$ cat config.mk
export PLATFORM = sky130hd
export DESIGN_NAME = bfly_atten
export DESIGN_NICKNAME = d
export VERILOG_FILES = /design/src/rtl/bfly_att_pkg.sv /design/src/rtl/att_decode.sv /design/src/rtl/att_path.sv /design/src/rtl/mix_sat.sv /design/src/rtl/bfly_atten.sv
export SDC_FILE = /design/constraint.sdc
export NUM_CORES = 2
export LEC_CHECK = 0
export ABC_AREA = 1
export BUFFER_PORTS_ARGS = -buffer_cell sky130_fd_sc_hd__buf_2
export CELL_PAD_IN_SITES_DETAIL_PLACEMENT = 2
export CELL_PAD_IN_SITES_GLOBAL_PLACEMENT = 2
export CORE_MARGIN = 3
export CORE_UTILIZATION = 38
export DETAILED_ROUTE_END_ITERATION = 12
export GPL_TIMING_DRIVEN = 0
export HOLD_SLACK_MARGIN = 0.05
export PLACE_DENSITY_LB_ADDON = 0.1
export SLEW_MARGIN = 20
export SYNTH_ARGS = -nofsm -noshare
export SYNTH_HDL_FRONTEND = slang
export SYNTH_SLANG_ARGS = --single-unit
$ cat constraint.sdc
create_clock -name clk -period 7.4 [get_ports clk]
set_input_delay 0 -clock clk [delete_from_list [all_inputs] [get_ports clk]]
set_output_delay 0 -clock clk [all_outputs]
set_load 0.01 [all_outputs]
$ cat src/rtl/bfly_att_pkg.sv
package bfly_att_pkg;
  // one arithmetic shift step equals this many dB
  localparam int STEP_DB = 6;
  // fractional bits of the gain mantissa (0 dB == 1 << FRAC_SH)
  localparam int FRAC_SH = 15;
  // mantissa width, unsigned
  localparam int MANT_W  = 16;
  // number of shift steps before a path is forced silent (16 * 6 = 96 dB)
  localparam int SH_STEPS = 16;
  localparam int SH_W    = $clog2(SH_STEPS);
  // number of attenuation paths in the butterfly
  localparam int NPATH   = 4;
endpackage

$ cat src/rtl/att_decode.sv
module att_decode
  import bfly_att_pkg::*;
#(
  parameter int ATT_W = 8
) (
  input  logic [ATT_W-1:0]  att,
  output logic [MANT_W-1:0] mant,
  output logic [SH_W-1:0]   shift,
  output logic              silent
);
  localparam logic [ATT_W-1:0] STEP = ATT_W'(STEP_DB);

  logic [ATT_W-1:0] quo;
  logic [ATT_W-1:0] rem;

  always_comb begin
    quo    = att / STEP;
    rem    = att - quo * STEP;
    shift  = quo[SH_W-1:0];
    silent = |quo[ATT_W-1:SH_W];
    case (rem)
      ATT_W'(0): mant = 16'd32768;
      ATT_W'(1): mant = 16'd29205;
      ATT_W'(2): mant = 16'd26029;
      ATT_W'(3): mant = 16'd23198;
      ATT_W'(4): mant = 16'd20675;
      default:   mant = 16'd18427;
    endcase
  end
endmodule

$ cat src/rtl/att_path.sv
module att_path
  import bfly_att_pkg::*;
#(
  parameter int DATA_W = 16,
  parameter int ATT_W  = 8
) (
  input  logic                     clk,
  input  logic                     rst,
  input  logic signed [DATA_W-1:0] samp,
  input  logic [ATT_W-1:0]         att,
  output logic signed [DATA_W-1:0] res
);
  localparam int PROD_W = DATA_W + MANT_W + 1;

  logic [MANT_W-1:0]        mant_d;
  logic [SH_W-1:0]          shift_d;
  logic                     silent_d;

  logic signed [DATA_W-1:0] samp_q;
  logic [MANT_W-1:0]        mant_q;
  logic [SH_W-1:0]          shift_q;
  logic                     silent_q;

  logic signed [PROD_W-1:0] prod;
  logic signed [PROD_W-1:0] scaled;

  att_decode #(.ATT_W(ATT_W)) u_dec (
    .att    (att),
    .mant   (mant_d),
    .shift  (shift_d),
    .silent (silent_d)
  );

  // stage 1: capture sample and decoded gain
  always_ff @(posedge clk) begin
    if (rst) begin
      samp_q   <= '0;
      mant_q   <= '0;
      shift_q  <= '0;
      silent_q <= 1'b1;
    end else begin
      samp_q   <= samp;
      mant_q   <= mant_d;
      shift_q  <= shift_d;
      silent_q <= silent_d;
    end
  end

  always_comb begin
    prod   = samp_q * $signed({1'b0, mant_q});
    scaled = prod >>> (FRAC_SH + int'(shift_q));
  end

  // stage 2: scaled result
  always_ff @(posedge clk) begin
    if (rst)           res <= '0;
    else if (silent_q) res <= '0;
    else               res <= scaled[DATA_W-1:0];
  end

  // a silent path yields exact zero
  a_r5_silent_zero: assert property (@(posedge clk) disable iff (rst)
    silent_q |=> (res == '0));

  // gain never exceeds unity, so the scaled value fits the sample width
  a_r4_fits: assert property (@(posedge clk) disable iff (rst)
    (scaled[PROD_W-1:DATA_W-1] == '0) || (scaled[PROD_W-1:DATA_W-1] == '1));

  // zero dB on stage 1 leaves the sample unchanged one cycle later
  a_r6_unity: assert property (@(posedge clk) disable iff (rst)
    (!silent_q && mant_q == 16'd32768 && shift_q == '0) |=> (res == $past(samp_q)));
endmodule

$ cat src/rtl/mix_sat.sv
module mix_sat #(
  parameter int DATA_W = 16
) (
  input  logic                     clk,
  input  logic                     rst,
  input  logic signed [DATA_W-1:0] a,
  input  logic signed [DATA_W-1:0] b,
  output logic signed [DATA_W-1:0] y
);
  localparam int SUM_W = DATA_W + 1;
  localparam logic signed [DATA_W-1:0] POS_MAX = {1'b0, {(DATA_W-1){1'b1}}};
  localparam logic signed [DATA_W-1:0] NEG_MAX = {1'b1, {(DATA_W-1){1'b0}}};

  logic signed [SUM_W-1:0] sum;
  logic                    over_pos;
  logic                    over_neg;

  always_comb begin
    sum      = SUM_W'(a) + SUM_W'(b);
    over_pos = (sum[SUM_W-1:SUM_W-2] == 2'b01);
    over_neg = (sum[SUM_W-1:SUM_W-2] == 2'b10);
  end

  always_ff @(posedge clk) begin
    if (rst)           y <= '0;
    else if (over_pos) y <= POS_MAX;
    else if (over_neg) y <= NEG_MAX;
    else               y <= sum[DATA_W-1:0];
  end

  // positive overflow clamps to the largest value
  a_r7_clamp_pos: assert property (@(posedge clk) disable iff (rst)
    (!a[DATA_W-1] && !b[DATA_W-1] && sum[DATA_W-1]) |=> (y == POS_MAX));

  // negative overflow clamps to the most negative value
  a_r7_clamp_neg: assert property (@(posedge clk) disable iff (rst)
    (a[DATA_W-1] && b[DATA_W-1] && !sum[DATA_W-1]) |=> (y == NEG_MAX));
endmodule

$ cat src/rtl/bfly_atten.sv
module bfly_atten
  import bfly_att_pkg::*;
#(
  parameter int DATA_W = 16,
  parameter int ATT_W  = 8
) (
  input  logic                     clk,
  input  logic                     rst,
  input  logic                     in_valid,
  input  logic signed [DATA_W-1:0] in_left,
  input  logic signed [DATA_W-1:0] in_right,
  input  logic                     att_we,
  input  logic [ATT_W-1:0]         att_ll,
  input  logic [ATT_W-1:0]         att_rl,
  input  logic [ATT_W-1:0]         att_lr,
  input  logic [ATT_W-1:0]         att_rr,
  output logic                     out_valid,
  output logic signed [DATA_W-1:0] out_left,
  output logic signed [DATA_W-1:0] out_right
);
  // two stages in each path, one in the mixer
  localparam int PATH_LAT = 2;
  localparam int LAT      = PATH_LAT + 1;

  // path order: 0 L->L, 1 R->L, 2 L->R, 3 R->R
  logic [ATT_W-1:0]         att_in  [NPATH];
  logic [ATT_W-1:0]         att_q   [NPATH];
  logic signed [DATA_W-1:0] p_in    [NPATH];
  logic signed [DATA_W-1:0] p_out   [NPATH];
  logic [LAT-1:0]           vpipe;

  always_comb begin
    att_in[0] = att_ll;
    att_in[1] = att_rl;
    att_in[2] = att_lr;
    att_in[3] = att_rr;
  end

  for (genvar g = 0; g < NPATH; g++) begin : g_path
    // even paths take the left input, odd paths the right one
    localparam bit FROM_RIGHT = (g % 2) == 1;
    // direct paths reset to 0 dB, cross paths to full attenuation
    localparam bit IS_CROSS   = (g == 1) || (g == 2);
    localparam logic [ATT_W-1:0] RST_VAL = IS_CROSS ? '1 : '0;

    always_ff @(posedge clk) begin
      if (rst)         att_q[g] <= RST_VAL;
      else if (att_we) att_q[g] <= att_in[g];
    end

    if (FROM_RIGHT) begin : g_r
      assign p_in[g] = in_right;
    end else begin : g_l
      assign p_in[g] = in_left;
    end

    att_path #(.DATA_W(DATA_W), .ATT_W(ATT_W)) u_path (
      .clk  (clk),
      .rst  (rst),
      .samp (p_in[g]),
      .att  (att_q[g]),
      .res  (p_out[g])
    );
  end

  mix_sat #(.DATA_W(DATA_W)) u_mix_l (
    .clk (clk), .rst (rst), .a (p_out[0]), .b (p_out[1]), .y (out_left)
  );

  mix_sat #(.DATA_W(DATA_W)) u_mix_r (
    .clk (clk), .rst (rst), .a (p_out[2]), .b (p_out[3]), .y (out_right)
  );

  always_ff @(posedge clk) begin
    if (rst) vpipe <= '0;
    else     vpipe <= {vpipe[LAT-2:0], in_valid};
  end
  assign out_valid = vpipe[LAT-1];

  // defaults present on the first cycle after reset
  a_r8_defaults: assert property (@(posedge clk) disable iff (rst)
    $past(rst) |-> (att_q[0] == '0 && att_q[1] == '1 && att_q[2] == '1 && att_q[3] == '0));

  // settings hold while the write strobe is low
  a_r9_hold: assert property (@(posedge clk) disable iff (rst)
    !att_we |=> $stable(att_q[0]) && $stable(att_q[1]) && $stable(att_q[2]) && $stable(att_q[3]));

  // valid leaves exactly three cycles after it enters
  a_r2_latency: assert property (@(posedge clk) disable iff (rst)
    (!$past(rst, 1) && !$past(rst, 2) && !$past(rst, 3)) |-> (out_valid == $past(in_valid, 3)));

  // outputs are idle right after reset
  a_r1_reset_idle: assert property (@(posedge clk) disable iff (rst)
    $past(rst) |-> (!out_valid && out_left == '0 && out_right == '0));
endmodule

Yosys cells after proc, flatten, opt, wreduce, memory -nomap -nowiden. Memories as Yosys holds them, arrays and structs flattened. Index checks and enable logic that the tools add are counted.

Register bits after elaboration: 215. RAM bits: 32. Input port bits: 68. Output and inout port bits: 33. Word-level logic and storage cells: 105. Memories kept: 1.

Memory list: att_q (depth 4, width 8, rd ports 4, clocked after memory_dff 0, wr ports 4, RTL line bfly_atten.sv:27) `logic [ATT_W-1:0] att_q [NPATH];`.

Add/sub/neg operators: 10. Multiply operators: 8. Div/mod/pow operators: 4. Equal/unequal tests: 20. Shifts and indexed selects: 4. Mux-type cells: 17. Bitwise logic cells: 4. Reduce and logical (&&, ||, !) cells: 14.

Operators with widths (count): $pmux 16 s5 (4); $mul 16x17->33 (4); $sshr 33x32->16 (4); $eq 8x2->1 const B (8); $add 16x16->17 (2); $div 8x3->8 const B (4); $eq 8x1->1 const B (4); $eq 8x3->1 const B (4); $logic_not 8->1 (4); $mul 8x2->7 const B (4); $mux 16 (2); $mux 8 (4); $sub 8x8->8 (4); $mux 15 (2); $add 4x4->5 const A (4); $reduce_or 4->1 (4); $reduce_or 2->1 (6); $mux 1 (5); $eq 2x1->1 const B (2); $eq 2x2->1 const B (2); $or 1x1->1 (4).

Logic depth before layout (Yosys ltp). An unclocked memory read counts as a cell.

Word-level depth: 6. Mapped depth: 37. Mapped depth without buffers: 36.

Hierarchy. From an unflattened synthesis, not the netlist that was laid out.

Cell total of the unflattened synthesis: 8852. Area total of the unflattened synthesis: 59439.5 um2.

By module, submodules not included: att_path at g_path[3].u_path (times used 1, cells each 1924, area an instance 12967.4 um2, sequential area each 1061.0 um2); att_path at g_path[2].u_path (times used 1, cells each 1923, area an instance 12878.6 um2, sequential area each 1061.0 um2); att_path at g_path[1].u_path (times used 1, cells each 1902, area an instance 12849.8 um2, sequential area each 1061.0 um2); att_path at g_path[0].u_path (times used 1, cells each 1908, area an instance 12796.0 um2, sequential area each 1061.0 um2); mix_sat (times used 2, cells each 230, area an instance 1456.4 um2, sequential area each 320.3 um2); att_decode at g_path[0].u_path.u_dec ... (times used 3, cells each 155, area an instance 928.4 um2, sequential area each 0.0 um2); bfly_atten (times used 1, cells each 112, area an instance 1343.8 um2, sequential area each 1021.0 um2); att_decode at g_path[3].u_path.u_dec (times used 1, cells each 158, area an instance 905.9 um2, sequential area each 0.0 um2).

Worst setup path after synthesis. No wires, ideal clock.

Path type: register to register. Start: register, netlist name g_path[2].u_path.samp_q[5]. End: register g_path[0].u_path.res[13]. Setup time: 0.135 ns. Data arrival time: 5.840 ns. Required time: 7.265 ns. Slack: 1.425 ns. Cell stages (with the launch flop): 29. Buffers on the path: 2. Clock period less this slack: 5.975 ns. Cells stage by stage: dfxtp_1 -> clkbuf_1 -> clkbuf_1 -> nand2_1 -> inv_1 -> fa_1 -> fa_1 -> inv_1 -> fa_1 -> inv_1 -> fa_1 -> inv_1 -> fa_1 -> inv_1 -> fa_1 -> ha_1 -> nand2_1 -> inv_1 -> a21oi_1 -> nand3_1 -> or2_2 -> nand2_1 -> nand2_1 -> nand3_1 -> nand3_1 -> nand2_1 -> nand2_1 -> nand3_1 -> a21oi_1.

RTL lines: to (signal assigned) (RTL line att_path.sv:58) `else res <= scaled[DATA_W-1:0];`; to (decl) (RTL line att_path.sv:11) `output logic signed [DATA_W-1:0] res`.

==> summary.txt <==
CTS
  • TritonCTS clock tree: built
  • Worst-path clk slew: 0.06 ns
  • CTS Buf Count: 31
  • Clock Sinks: 235
  • Clock latency at the later pin of the worst-skew pair: 0.65 ns
  • Clock tree buffer depth: 3
  • Clock root buffer: clkbuf_16
  • Number of H-tree levels: 1

Critical path
  • Levels on crit path: 25
  • CP Class: register to register
  • Reg2reg end: g_path[0].u_path.res[13]
  • RR Startpoint: g_path[2].u_path.samp_q[12]
  • Crit-path leading delay family: adder cells
  • Critical path launch point type: register
  • Most common cell on crit path: fa_1
  • R2R setup slack: 0.28 ns
  • Critical path buffer and inverter count: 6
  • Worst path slowest cell: fa_1
  • Critical Path End Type: register
  • CP max stage delay: 0.59 ns
  • Req. time, crit path: 7.93 ns
  • Crit path DAT: 7.65 ns
  • R2r worst-path depth: 25
  • Crit-path max FO: 10

Floorplanning
  • # IOs: 101
  • Die area: 153000 µm²
  • Initial Util: 38.5%
  • Row count: 140
  • Die Height: 392 µm
  • DIE WIDTH: 392 µm
  • Core Region: 147000 µm²

Logic synthesis
  • Mapped Cells: 8371
  • Synth Register Bits: 235
  • Most frequent cell after synthesis: nand2_1
  • Synthesized Nets: 9797
  • Post-synth EDFFs: 32
  • Post-Syn Area: 56500 µm²
  • Largest cells by area after synthesis: fa_1, nand2_1, inv_1, ha_1, dfxtp_1
  • Yosys top cell area share: 27.9%
  • Synth cell types: 54
  • Avg Cell Area, Syn: 6.75 µm²
  • Register area share after synthesis: 8.89%
  • Post-synth top area cell: fa_1
  • Warning count from the yosys run: 0
  • Synth Flop Type: dfxtp_1
  • FFs w/ async S/R, synth: 0%
  • List of most frequent post-synthesis cells: nand2_1, inv_1, nand3_1

GRT
  • Met1 usage: 39.5%
  • M3 GR Usage: 3.36%
  • Grt met2 use: 57.8%
  • First-pass GRT wire length: 378000 µm
  • Grt ovf: 0
  • Initial antenna violation count: 8
  • Total GRT Usage: 32.0%
  • Largest net degree at the start of global routing: 25
  • GR peak layer: met2
  • Vias in the first global route: 63.7k

Timing
  • Min cycle time layout: 7.12 ns
  • Worst Max-Slew Pin Slew: 1.19 ns
  • Final number of hold-violating endpoints: 0
  • F_max: 140 MHz
  • Fin Setup TNS: 0 ns
  • Fin worst setup slack: 0.282 ns
  • Worst slew margin relative to its limit: 20.5%
  • Final setup vio count: 0
  • Tcrit/Tclk final: 96.2%
  • Worst clock skew: 0.0218 ns
  • Slew Viols, Final: 0

Cells and area
  • Nets: 9953
  • Design area: 61400 µm²
  • Layout cells sized above 1: 5.94%
  • Final Util: 41.9%
  • Fin cells: 10.5k
  • Area Overhead vs Synth: 8.74%

Route
  • Final WL: 246000 µm
  • Drt pass-1 iters: 5
  • Detail-routed net length per standard cell: 23.5 µm
  • Antenna viol nets, final: 0
  • DRT iter0 DRCs: 2590
  • Vias per cell: 5.25
  • Vias: 55.0k
  • Remaining DRCs: 0

Place
  • Port Buffers: 100
  • Placed Instances: 10.4k
  • Detailed-placement wirelength estimate: 208000 µm
  • Setup WS pre-CTS: -0.610 ns
  • Placement Cell Area: 59400 µm²
  • GPL Wtd Cong: 0.941

Power and ir drop
  • Max VDD drop: 191 µV
  • Power density over cell area: 392 nW/µm²
  • Leakage: 37.1 nW

Hold path
  • Hold Crit Depth: 4
  • Worst Hold Class: input pin to register
  • Hold Path Sink: g_path[2].u_path.samp_q[12]
  • Min-delay src: in_left[12]

Run status
  • Status: completed

Run
  • Maxcap violations: 0
==> worst min-delay path, stage by stage <==
cell and delay, ns:
dlygate4sd3_1 0.51, buf_2 0.10, inv_1 0.03, nor2_1 0.06
==> where the power goes <==
group / total [mW] / internal [mW] / switching (mW)
Combinational: 20.6 / 6.64 / 14.0
Sequential: 1.77 / 1.48 / 0.293
Clock: 1.68 / 0.945 / 0.735
Total: 24.1 / 9.06 / 15.0
==> routing by layer <==
metal / vias to the layer above / wire length, µm
met5: - / 24
met4: 4 / 9340
met3: 444 / 8880
met2: 1121 / 123000
met1: 28192 / 105000
li1: 25219 / -
==> cells in the final DEF, fill, tap and decap left out, types with 11 or more instances in the layout <==
cell type,instances
nor2_2,11
clkbuf_4,30
inv_1,2161
o21ai_0,129
nand3_1,808
dfxtp_2,42
clkbuf_1,100
buf_4,11
o21bai_1,24
clkbuf_16,33
a21oi_2,15
dlygate4sd3_1,71
clkbuf_2,64
inv_2,18
fa_1,786
buf_2,146
buf_1,14
xor2_1,52
nor2_1,313
ha_1,572
nor3_2,15
a21oi_1,226
o211ai_1,19
or2_2,56
dfxtp_1,154
xnor2_1,58
o21ai_1,28
edfxtp_1,32
nand4_1,45
nor3_1,39
nand2_1,2334
==> per-stage QoR <==
step,hold WS [ns],power (mW)
global placement,0.201,21.1
CTS,0.0726,24.1
floorplan,0.107,15.7
detailed placement,0.211,22.2
global route,0.123,26.9
finish,0.110,24.1
==> timing repair <==
action                     CTS  global route
setup endpoints to repair   64            64
gates resized for setup     98           204
hold buffers                71             0
setup buffers                0             5
hold endpoints to repair    77             0
cloned                       0             0
==> cell families after synthesis <==
family	share of synthesized area, %
simple gates	27.2
fa+ha+maj	40.5
mux	0.0731
compound gates	4.92
buf+inv	16.7
flops	8.89
xor+xnor	1.71
==> flip-flops by register name, indices dropped and copies added, names as in the netlist <==
| register | flops |
|---|---|
| att_q | 32 |
| g_path.u_path.mant_q | 52 |
| u_mix_l.y | 16 |
| vpipe | 3 |
| g_path.u_path.res | 64 |
| g_path.u_path.shift_q | 16 |
| u_mix_r.y | 16 |
| g_path.u_path.samp_q | 32 |
| g_path.u_path.silent_q | 4 |
==> worst max-delay path by stage <==
stage	from	endpoint	slack [ns]
2_1_floorplan	g_path[2].u_path.samp_q[5]	g_path[0].u_path.res[13]	1.42
3_3_place_gp	g_path[2].u_path.samp_q[8]	g_path[0].u_path.res[7]	-0.41
3_5_place_dp	g_path[2].u_path.samp_q[8]	g_path[0].u_path.res[7]	-0.61
4_1_cts	g_path[3].u_path.samp_q[10]	g_path[1].u_path.res[5]	0.001
5_1_grt	g_path[2].u_path.samp_q[9]	g_path[2].u_path.res[14]	-0.07
6_report	g_path[2].u_path.samp_q[12]	g_path[0].u_path.res[13]	0.28
==> area by class of cell <==
cell class,count,area (µm²)
timing repair buffer,178,1280
antenna,4,10.0
inverter,2186,8210
clock inverter,21,220
buffer,259,1250
multi-input combinational,5636,42100
sequential,235,5100
clock buffer,37,861
tap,1917,2400
fill,17814,85200
No activity file was read; power rests on OpenSTA's default activity.
